==> config.mk <==
export PLATFORM = sky130hd
export DESIGN_NAME = uart_frame_tx
export DESIGN_NICKNAME = d
export VERILOG_FILES = /design/src/rtl/uart_tx_pkg.sv /design/src/rtl/uart_tx_ctrl.sv /design/src/rtl/uart_tx_datapath.sv /design/src/rtl/uart_frame_tx.sv
export SDC_FILE = /design/constraint.sdc
export NUM_CORES = 1
export LEC_CHECK = 0
export ABC_AREA = 0
export CAP_MARGIN = 20
export CORE_MARGIN = 10
export CORE_UTILIZATION = 29
export DETAILED_ROUTE_END_ITERATION = 10
export SETUP_SLACK_MARGIN = 0.2
export SLEW_MARGIN = 15
export SYNTH_ARGS = -nofsm -noshare
export SYNTH_HDL_FRONTEND = slang
export SYNTH_HIERARCHICAL = 1
export SYNTH_SLANG_ARGS = --single-unit
==> constraint.sdc <==
create_clock -name clk -period 2.3 [get_ports clk]
set_input_delay 0.46 -clock clk [delete_from_list [all_inputs] [get_ports clk]]
set_output_delay 0.46 -clock clk [all_outputs]
set_load 0.005 [all_outputs]
==> src/rtl/uart_tx_pkg.sv <==
package uart_tx_pkg;

  typedef enum logic [2:0] {
    ST_IDLE,
    ST_START,
    ST_DATA,
    ST_PARITY,
    ST_STOP1,
    ST_STOP2,
    ST_BREAK
  } txState_e;

  typedef enum logic [1:0] {
    LINE_MARK,
    LINE_SPACE,
    LINE_DATA,
    LINE_PARITY
  } lineSel_e;

  // strobes from control to datapath
  typedef struct packed {
    logic     load;
    logic     shift;
    lineSel_e lineSel;
  } dpCtrl_t;

endpackage

==> src/rtl/uart_tx_ctrl.sv <==
module uart_tx_ctrl
  import uart_tx_pkg::*;
#(
  parameter int TICKS_PER_BIT = 16,
  parameter int DATA_W        = 8,
  parameter int MIN_BITS      = 5,
  localparam int WL_W         = $clog2(DATA_W - MIN_BITS + 1),
  localparam int TCNT_W       = $clog2(TICKS_PER_BIT),
  localparam int BCNT_W       = $clog2(DATA_W)
) (
  input  logic            clk,
  input  logic            rstN,
  input  logic            baudTick,
  input  logic            chrValid,
  input  logic            enGlobal,
  input  logic            enTx,
  input  logic            sendBreak,
  input  logic            ctsFlowEn,
  input  logic            ctsIn,
  input  logic [WL_W-1:0] wordLen,
  input  logic            parityEn,
  input  logic            twoStop,
  output logic            chrPop,
  output logic            busy,
  output dpCtrl_t         dpCtrl
);

  txState_e          stateQ, stateD;
  logic [TCNT_W-1:0] tickCntQ;
  logic [BCNT_W-1:0] bitCntQ, lastBitQ;
  logic              parEnQ, twoStopQ;
  logic              startOk, bitEnd, inFrame;

  assign inFrame = (stateQ != ST_IDLE) && (stateQ != ST_BREAK);
  assign bitEnd  = baudTick && (tickCntQ == TCNT_W'(TICKS_PER_BIT - 1));
  assign startOk = (stateQ == ST_IDLE) && chrValid && enGlobal && enTx &&
                   !sendBreak && (!ctsFlowEn || ctsIn);

  always_comb begin
    stateD = stateQ;
    unique case (stateQ)
      ST_IDLE:   if (sendBreak) stateD = ST_BREAK;
                 else if (startOk) stateD = ST_START;
      ST_START:  if (bitEnd) stateD = ST_DATA;
      ST_DATA:   if (bitEnd && bitCntQ == lastBitQ)
                   stateD = parEnQ ? ST_PARITY : ST_STOP1;
      ST_PARITY: if (bitEnd) stateD = ST_STOP1;
      ST_STOP1:  if (bitEnd) stateD = twoStopQ ? ST_STOP2 :
                                      (sendBreak ? ST_BREAK : ST_IDLE);
      ST_STOP2:  if (bitEnd) stateD = sendBreak ? ST_BREAK : ST_IDLE;
      ST_BREAK:  if (!sendBreak) stateD = ST_IDLE;
      default:   stateD = ST_IDLE;
    endcase
  end

  always_ff @(posedge clk or negedge rstN) begin
    if (!rstN) begin
      stateQ   <= ST_IDLE;
      tickCntQ <= '0;
      bitCntQ  <= '0;
      lastBitQ <= '0;
      parEnQ   <= 1'b0;
      twoStopQ <= 1'b0;
    end else begin
      stateQ <= stateD;
      if (!inFrame) tickCntQ <= '0;
      else if (baudTick) tickCntQ <= bitEnd ? '0 : tickCntQ + 1'b1;
      if (startOk) begin
        bitCntQ  <= '0;
        lastBitQ <= BCNT_W'(MIN_BITS - 1) + BCNT_W'(wordLen);
        parEnQ   <= parityEn;
        twoStopQ <= twoStop;
      end else if (stateQ == ST_DATA && bitEnd) begin
        bitCntQ <= bitCntQ + 1'b1;
      end
    end
  end

  always_comb begin
    dpCtrl.load  = startOk;
    dpCtrl.shift = (stateQ == ST_DATA) && bitEnd;
    unique case (stateQ)
      ST_START, ST_BREAK: dpCtrl.lineSel = LINE_SPACE;
      ST_DATA:            dpCtrl.lineSel = LINE_DATA;
      ST_PARITY:          dpCtrl.lineSel = LINE_PARITY;
      default:            dpCtrl.lineSel = LINE_MARK;
    endcase
  end

  assign chrPop = startOk;
  assign busy   = chrValid || inFrame;

endmodule

==> src/rtl/uart_tx_datapath.sv <==
module uart_tx_datapath
  import uart_tx_pkg::*;
#(
  parameter int DATA_W   = 8,
  parameter int MIN_BITS = 5,
  localparam int WL_W    = $clog2(DATA_W - MIN_BITS + 1)
) (
  input  logic              clk,
  input  logic              rstN,
  input  dpCtrl_t           dpCtrl,
  input  logic [DATA_W-1:0] chrData,
  input  logic [WL_W-1:0]   wordLen,
  input  logic              paritySel,
  input  logic              stickParity,
  output logic              txd
);

  logic [DATA_W-1:0] shiftQ, wordMask;
  logic              parBitQ, parCalc;

  always_comb begin
    for (int i = 0; i < DATA_W; i++)
      wordMask[i] = (i < MIN_BITS + int'(wordLen));
  end

  // even sense: parity = xor of data; odd sense: its inverse; stuck: ~paritySel
  assign parCalc = stickParity ? ~paritySel
                               : (paritySel ? ^(chrData & wordMask)
                                            : ~^(chrData & wordMask));

  always_ff @(posedge clk or negedge rstN) begin
    if (!rstN) begin
      shiftQ  <= '0;
      parBitQ <= 1'b0;
    end else if (dpCtrl.load) begin
      shiftQ  <= chrData;
      parBitQ <= parCalc;
    end else if (dpCtrl.shift) begin
      shiftQ <= shiftQ >> 1;
    end
  end

  always_comb begin
    unique case (dpCtrl.lineSel)
      LINE_SPACE:  txd = 1'b0;
      LINE_DATA:   txd = shiftQ[0];
      LINE_PARITY: txd = parBitQ;
      default:     txd = 1'b1;
    endcase
  end

endmodule

==> src/rtl/uart_frame_tx.sv <==
module uart_frame_tx
  import uart_tx_pkg::*;
#(
  parameter int TICKS_PER_BIT = 16,
  parameter int DATA_W        = 8,
  parameter int MIN_BITS      = 5,
  localparam int WL_W         = $clog2(DATA_W - MIN_BITS + 1)
) (
  input  logic              clk,
  input  logic              rstN,
  input  logic              baudTick,
  input  logic              chrValid,
  input  logic [DATA_W-1:0] chrData,
  output logic              chrPop,
  input  logic              enGlobal,
  input  logic              enTx,
  input  logic [WL_W-1:0]   wordLen,
  input  logic              parityEn,
  input  logic              paritySel,
  input  logic              stickParity,
  input  logic              twoStop,
  input  logic              sendBreak,
  input  logic              ctsFlowEn,
  input  logic              ctsIn,
  output logic              txd,
  output logic              busy
);

  dpCtrl_t dpCtrl;

  uart_tx_ctrl #(
    .TICKS_PER_BIT(TICKS_PER_BIT), .DATA_W(DATA_W), .MIN_BITS(MIN_BITS)
  ) u_ctrl (
    .clk(clk), .rstN(rstN), .baudTick(baudTick), .chrValid(chrValid),
    .enGlobal(enGlobal), .enTx(enTx), .sendBreak(sendBreak),
    .ctsFlowEn(ctsFlowEn), .ctsIn(ctsIn), .wordLen(wordLen),
    .parityEn(parityEn), .twoStop(twoStop), .chrPop(chrPop), .busy(busy),
    .dpCtrl(dpCtrl)
  );

  uart_tx_datapath #(
    .DATA_W(DATA_W), .MIN_BITS(MIN_BITS)
  ) u_dp (
    .clk(clk), .rstN(rstN), .dpCtrl(dpCtrl), .chrData(chrData),
    .wordLen(wordLen), .paritySel(paritySel), .stickParity(stickParity),
    .txd(txd)
  );

endmodule

[After elaboration in Yosys (flattened, before gate mapping)]
Cells that the tools add are included.
W data, S select, Z words.
Word-level totals
  bits of input ports: 23
  output and inout bits: 3
  word-level logic and storage cells: 85
  register bits: 24
Operators by class
  equality and inequality tests: 20
  mux-type cells: 23
  reductions and logical operators: 20
  bitwise logic cells: 2
  add/sub/neg operators: 4
  magnitude comparators: 8
Operators by type and width (count)
  $lt A4 B32 Y1 const A: 4
  $lt A3 B32 Y1 const A: 2
  $mux W3: 13
  $lt A2 B32 Y1 const A: 1
  $pmux W3 S7: 1
  $mux W8: 2
  $mux W4: 3
  $ne A2 B1 Y1 const B: 5
  $eq A3 B3 Y1 const B: 3
  $logic_and A1 B1 Y1: 9
  $and A8 B8 Y8: 1
  $reduce_xnor A8 Y1: 1
  $reduce_xor A8 Y1: 1
  $reduce_and A7 Y1: 1
  $eq A3 B2 Y1 const B: 2
  $ne A3 B3 Y1 const B: 2
  $pmux W2 S3: 1
  $add A3 B2 Y4 const A: 1
  $add A4 B1 Y4 const B: 1
  $eq A2 B2 Y1 const B: 2
  $eq A4 B4 Y1 const B: 1
  $lt A1 B4 Y1 const A: 1
  $ne A2 B2 Y1 const B: 2
  $add A3 B1 Y3 const B: 1
  13 further kinds: 16

[Longest topological paths before layout]
  depth in word-level cells: 9
  mapped depth: 7
  mapped depth without buffers: 6

[Cells and area by module]
Netlist, hierarchy kept.
Modules (own cells, without submodules)
  uart_tx_ctrl: area each 919.6 µm², cells an instance 92, instances 1
  uart_tx_datapath: area each 578.1 µm², cells an instance 55, instances 1

[Least setup slack after synthesis]
Ideal clock, no wire load.
  path type: input -> register
  start: in enTx
  end: reg u_dp.shiftQ[0]
  required time: 2164 ps
  stages: 6
  arrival: 1716 ps
  library setup time: 136 ps
  slack: 448 ps
  path through: and3_1 > nand2_1 > nor4_4 > buf_4 > clkbuf_1 > o21ai_0
On the way
  longest elaborated chain between the ends: 4
Ends and longest elaborated chain
  start, declared: RTL line uart_frame_tx.sv:16  | input logic enTx,
  $logic_and A1 B1 Y1 (*) (2 in a row): RTL line uart_tx_ctrl.sv:36  | assign startOk = (stateQ == ST_IDLE) && chrValid && enGlobal && enTx &&
  $logic_and A1 B1 Y1 (*): RTL line uart_tx_ctrl.sv:37  | !sendBreak && (!ctsFlowEn || ctsIn);
  net chrPop: RTL line uart_frame_tx.sv:14  | output logic chrPop,
  $mux W8 or $reduce_bool A2 Y1 (tied branches)
  end signal, assigned: RTL line uart_tx_datapath.sv:36  | shiftQ <= chrData;
  end signal, assigned: RTL line uart_tx_datapath.sv:39  | shiftQ <= shiftQ >> 1;
  end, declared: RTL line uart_tx_datapath.sv:18  | logic [DATA_W-1:0] shiftQ, wordMask;
The timed path passes the listed nets; every way through them passes the cells marked *.
A chain may end at the register's enable or synchronous reset.

[Worst setup path after layout]
  start: reg u_ctrl.stateQ[1]
  end: out chrPop
On the way
  longest elaborated chain between the ends: 6
Ends and longest elaborated chain
  start, declared: RTL line uart_tx_ctrl.sv:28  | txState_e stateQ, stateD;
  start signal, assigned: RTL line uart_tx_ctrl.sv:65  | stateQ <= stateD;
  $logic_not A3 Y1: RTL line uart_tx_ctrl.sv:36
  $logic_and A1 B1 Y1 (4 in a row): RTL line uart_tx_ctrl.sv:36
  $logic_and A1 B1 Y1: RTL line uart_tx_ctrl.sv:37
  end, declared: RTL line uart_frame_tx.sv:14
No other way between the ends.

==> flow_summary.toml <==
[routing]
avgViaCountPerCell = 4.67
drt_iter0_drc = 66
routed_wl_mm = 3.12
firstDrtPassIters = 5
drc = 0
antenna_left = 0
wire_per_inst_um = 12.3
vias = 1192

[placement]
io_buffers = 25
hpwl_mm = 2.34
dp_slack_ns = -0.157
dpl.cell_count = 245
place_congestion = 0.744

[layout]
drive_above_1_share = 0.216
area_growth_pct = 31.8
nets = 211
diodes = 0
fin_cells = 255
n_fill_cell = 508

[global_route]
grt_pass1_wl_mm = 5.55
grt_overflow_total = 0
grt_pass1_vias = 1226
grt_use_total = 0.0774
antenna_found_initial = 0
grt_max_degree = 25

[critical_path]
endpoint_kind = "output port"
rr_endpoint = "u_ctrl/parEnQ"
r2r-start = "u_ctrl/stateQ[1]"
slowest_stage = "dfrtp_2"
reg2reg_depth = 5
r2r_setup_slack_ns = 0.41
cp.arrival_ns = 1.55
path_cells = "buf_4 -> or2_4 -> nor4_4 -> buf_2"
crit_type = "flip-flop to output port"
cpPeakStageDelay_ns = 0.46
cp_data_required_time_ns = 1.84
worst-path-max-fanout = 5
start_kind = "flip-flop"

[timing]
hold_violations = 0
setup_viol = 0
worst_slack_ns = 0.289
setup_tns_ns = 0
final.min_clock_period_ns = 2.01
worst_slew_pin_slew_ns = 0.470
post-route-period-util = 0.875
finalMaxSlewViolations = 0
slew_headroom = 0.684
fin_skew_ns = 0.00602
fmax_mhz = 497
rsz0062_at_grt = "yes"

[cts]
cts_buffers = 3
htreeDepth = 1
cts_tree = "built"
clk_latency_ns = 0.27
cts-root-buf = "clkbuf_8"
clockBufferDepth = 2
cts_sinks = 24
clk_pin_slew_ns = 0.09
holdBufCountCts = 0

[yosys]
synth_seq_cells = 24
synth_area_leaders = "dfrtp_1 (40%), mux2i_1 (7.4%), o21ai_0 (4.7%)"
yosys-top-cells-count = "dfrtp_1 (24), nand2_1 (17), o21ai_0 (14)"
yosys_most_used_dff = "dfrtp_1"
synth_area_sq_mm = 0.00150
synth.top_cell.area_share = 0.401
yosysWarnings = 6
synth_cell_types = 49
synthesis.instances = 147
synthArstFlopShare = 1.00
yosysTopAreaCell = "dfrtp_1"
syn_avg_cell_area_sq_um = 10.2
synth-edff-count = 0
yosysMostFrequentCell = "dfrtp_1"
yosysSeqAreaShare = 0.401
synth_fp_nets = 172

[die]
rows = 26
ios = 26
fp.dieH_um = 91.9
design.core.area_sq_mm = 0.00504
start_util = 0.297
die_w_um = 91.9
die_area_sq_mm = 0.00844

[flow_run]
cap_violations = 0

[min_path]
whs_path_depth = 2
min_to = "u_dp/parBitQ"
hold_class = "flip-flop to flip-flop"
holdCritStartpoint = "u_dp/parBitQ"

[run_status]
status = "finished, final reports clean"

[power_and_ir_drop]
vdd_drop_max_mv = 0.310
p_leak_nw = 0.843
p_per_area_mw_per_mm2 = 896
power_w = 0.00177
==> cell usage in the layout (no fill, tap or decap), types with 3 or more instances in the layout <==
master           synthesis  routed
nand3_1                  3       3
clkbuf_8                 0       4
inv_1                    5       5
xor2_1                   6       6
nand2b_1                 4       3
mux2_2                   4       4
dfrtp_1                 24      22
nor2_1                   7       7
o21ai_0                 14      13
a21oi_1                  5       5
buf_4                    1      14
mux2i_1                 11      11
and3_1                   3       3
clkdlybuf4s50_1          0      22
nand2_1                 17      17
==> power by group <==
part,internal [W],switching (W)
clock network,0.000153,0.000133
logic,0.000423,0.000350
registers,0.000585,0.000126
total,0.00116,0.000608
==> flip-flops by register name, indices dropped and copies added, names as in the netlist <==
name             count
u_dp/parBitQ         1
u_dp/shiftQ          8
u_ctrl/lastBitQ      3
u_ctrl/bitCntQ       3
u_ctrl/stateQ        3
u_ctrl/twoStopQ      1
u_ctrl/tickCntQ      4
u_ctrl/parEnQ        1
==> worst max-delay path, delay by kind of cell (launching register included) <==
family	cells	cell delay, ns
DFF	1	0.46
and+or+nand+nor	2	0.50
buffers and inverters	2	0.32
==> cell type report <==
| cell class | instances | area (sq um) | share of cell area |
|---|---|---|---|
| Multi-Input combinational cell | 112 | 850 | 0.430 |
| Sequential cell | 24 | 603 | 0.305 |
| Timing Repair Buffer | 40 | 360 | 0.183 |
| Tap cell | 70 | 87.6 | 0.0444 |
| Clock buffer | 4 | 55.1 | 0.0279 |
| Inverter | 5 | 18.8 | 0.00951 |
==> through the flow <==
step            util  area (sq um)  hold WS [ns]
2_1_floorplan      -          1500         0.164
5_1_grt        0.392          1970         0.523
6_report       0.392          1970         0.496
3_3_place_gp   0.370          1870         0.469
3_5_place_dp   0.370          1870         0.483
4_1_cts        0.391          1970         0.504
==> logic make-up (layout without fill, tap and decap cells) <==
family / Yosys count / after routing / share of synthesized area
AO/OA/AOI/OAI: 33 / 33 / 0.158
XOR/XNOR: 10 / 10 / 0.0861
adder cells (fa/ha/maj): 2 / 2 / 0.0167
buffers and inverters: 11 / 49 / 0.0368
flip-flops: 24 / 24 / 0.401
multiplexers: 16 / 16 / 0.111
AND/OR/NAND/NOR: 51 / 51 / 0.190
==> per-layer routing <==
| metal | wire [um] | part of all wire | GRT usage | vias up |
|---|---|---|---|---|
| li1 | - | - | - | 600 |
| met2 | 1430 | 0.46 | 0.126 | 28 |
| met4 | 36 | 0.012 | 0.0270 | 0 |
| met3 | 116 | 0.037 | 0.0187 | 4 |
| met5 | 0 | 0 | 0 | - |
| met1 | 1550 | 0.49 | 0.0969 | 560 |
==> how the worst max path moves through the flow <==
stage	start	end	slack [ns]	depth (start not counted)
after global routing	u_ctrl/stateQ[1]	chrPop	0.19	4
after floorplan	enTx	u_dp/shiftQ[0]	0.45	6
after CTS	chrValid	chrPop	0.12	5
after detailed placement	chrValid	chrPop	-0.16	5
final	u_ctrl/stateQ[1]	chrPop	0.29	4
after global placement	chrValid	chrPop	-0.16	5
==> timing repair <==
item                                   4_1_cts  5_1_grt
setup buffers                                5        1
setup endpoints to repair                    3        2
pin swaps                                    0        1
endpoints found under the hold margin        0        0
resized for setup                            8        4
(Power assumes the default switching activity.)
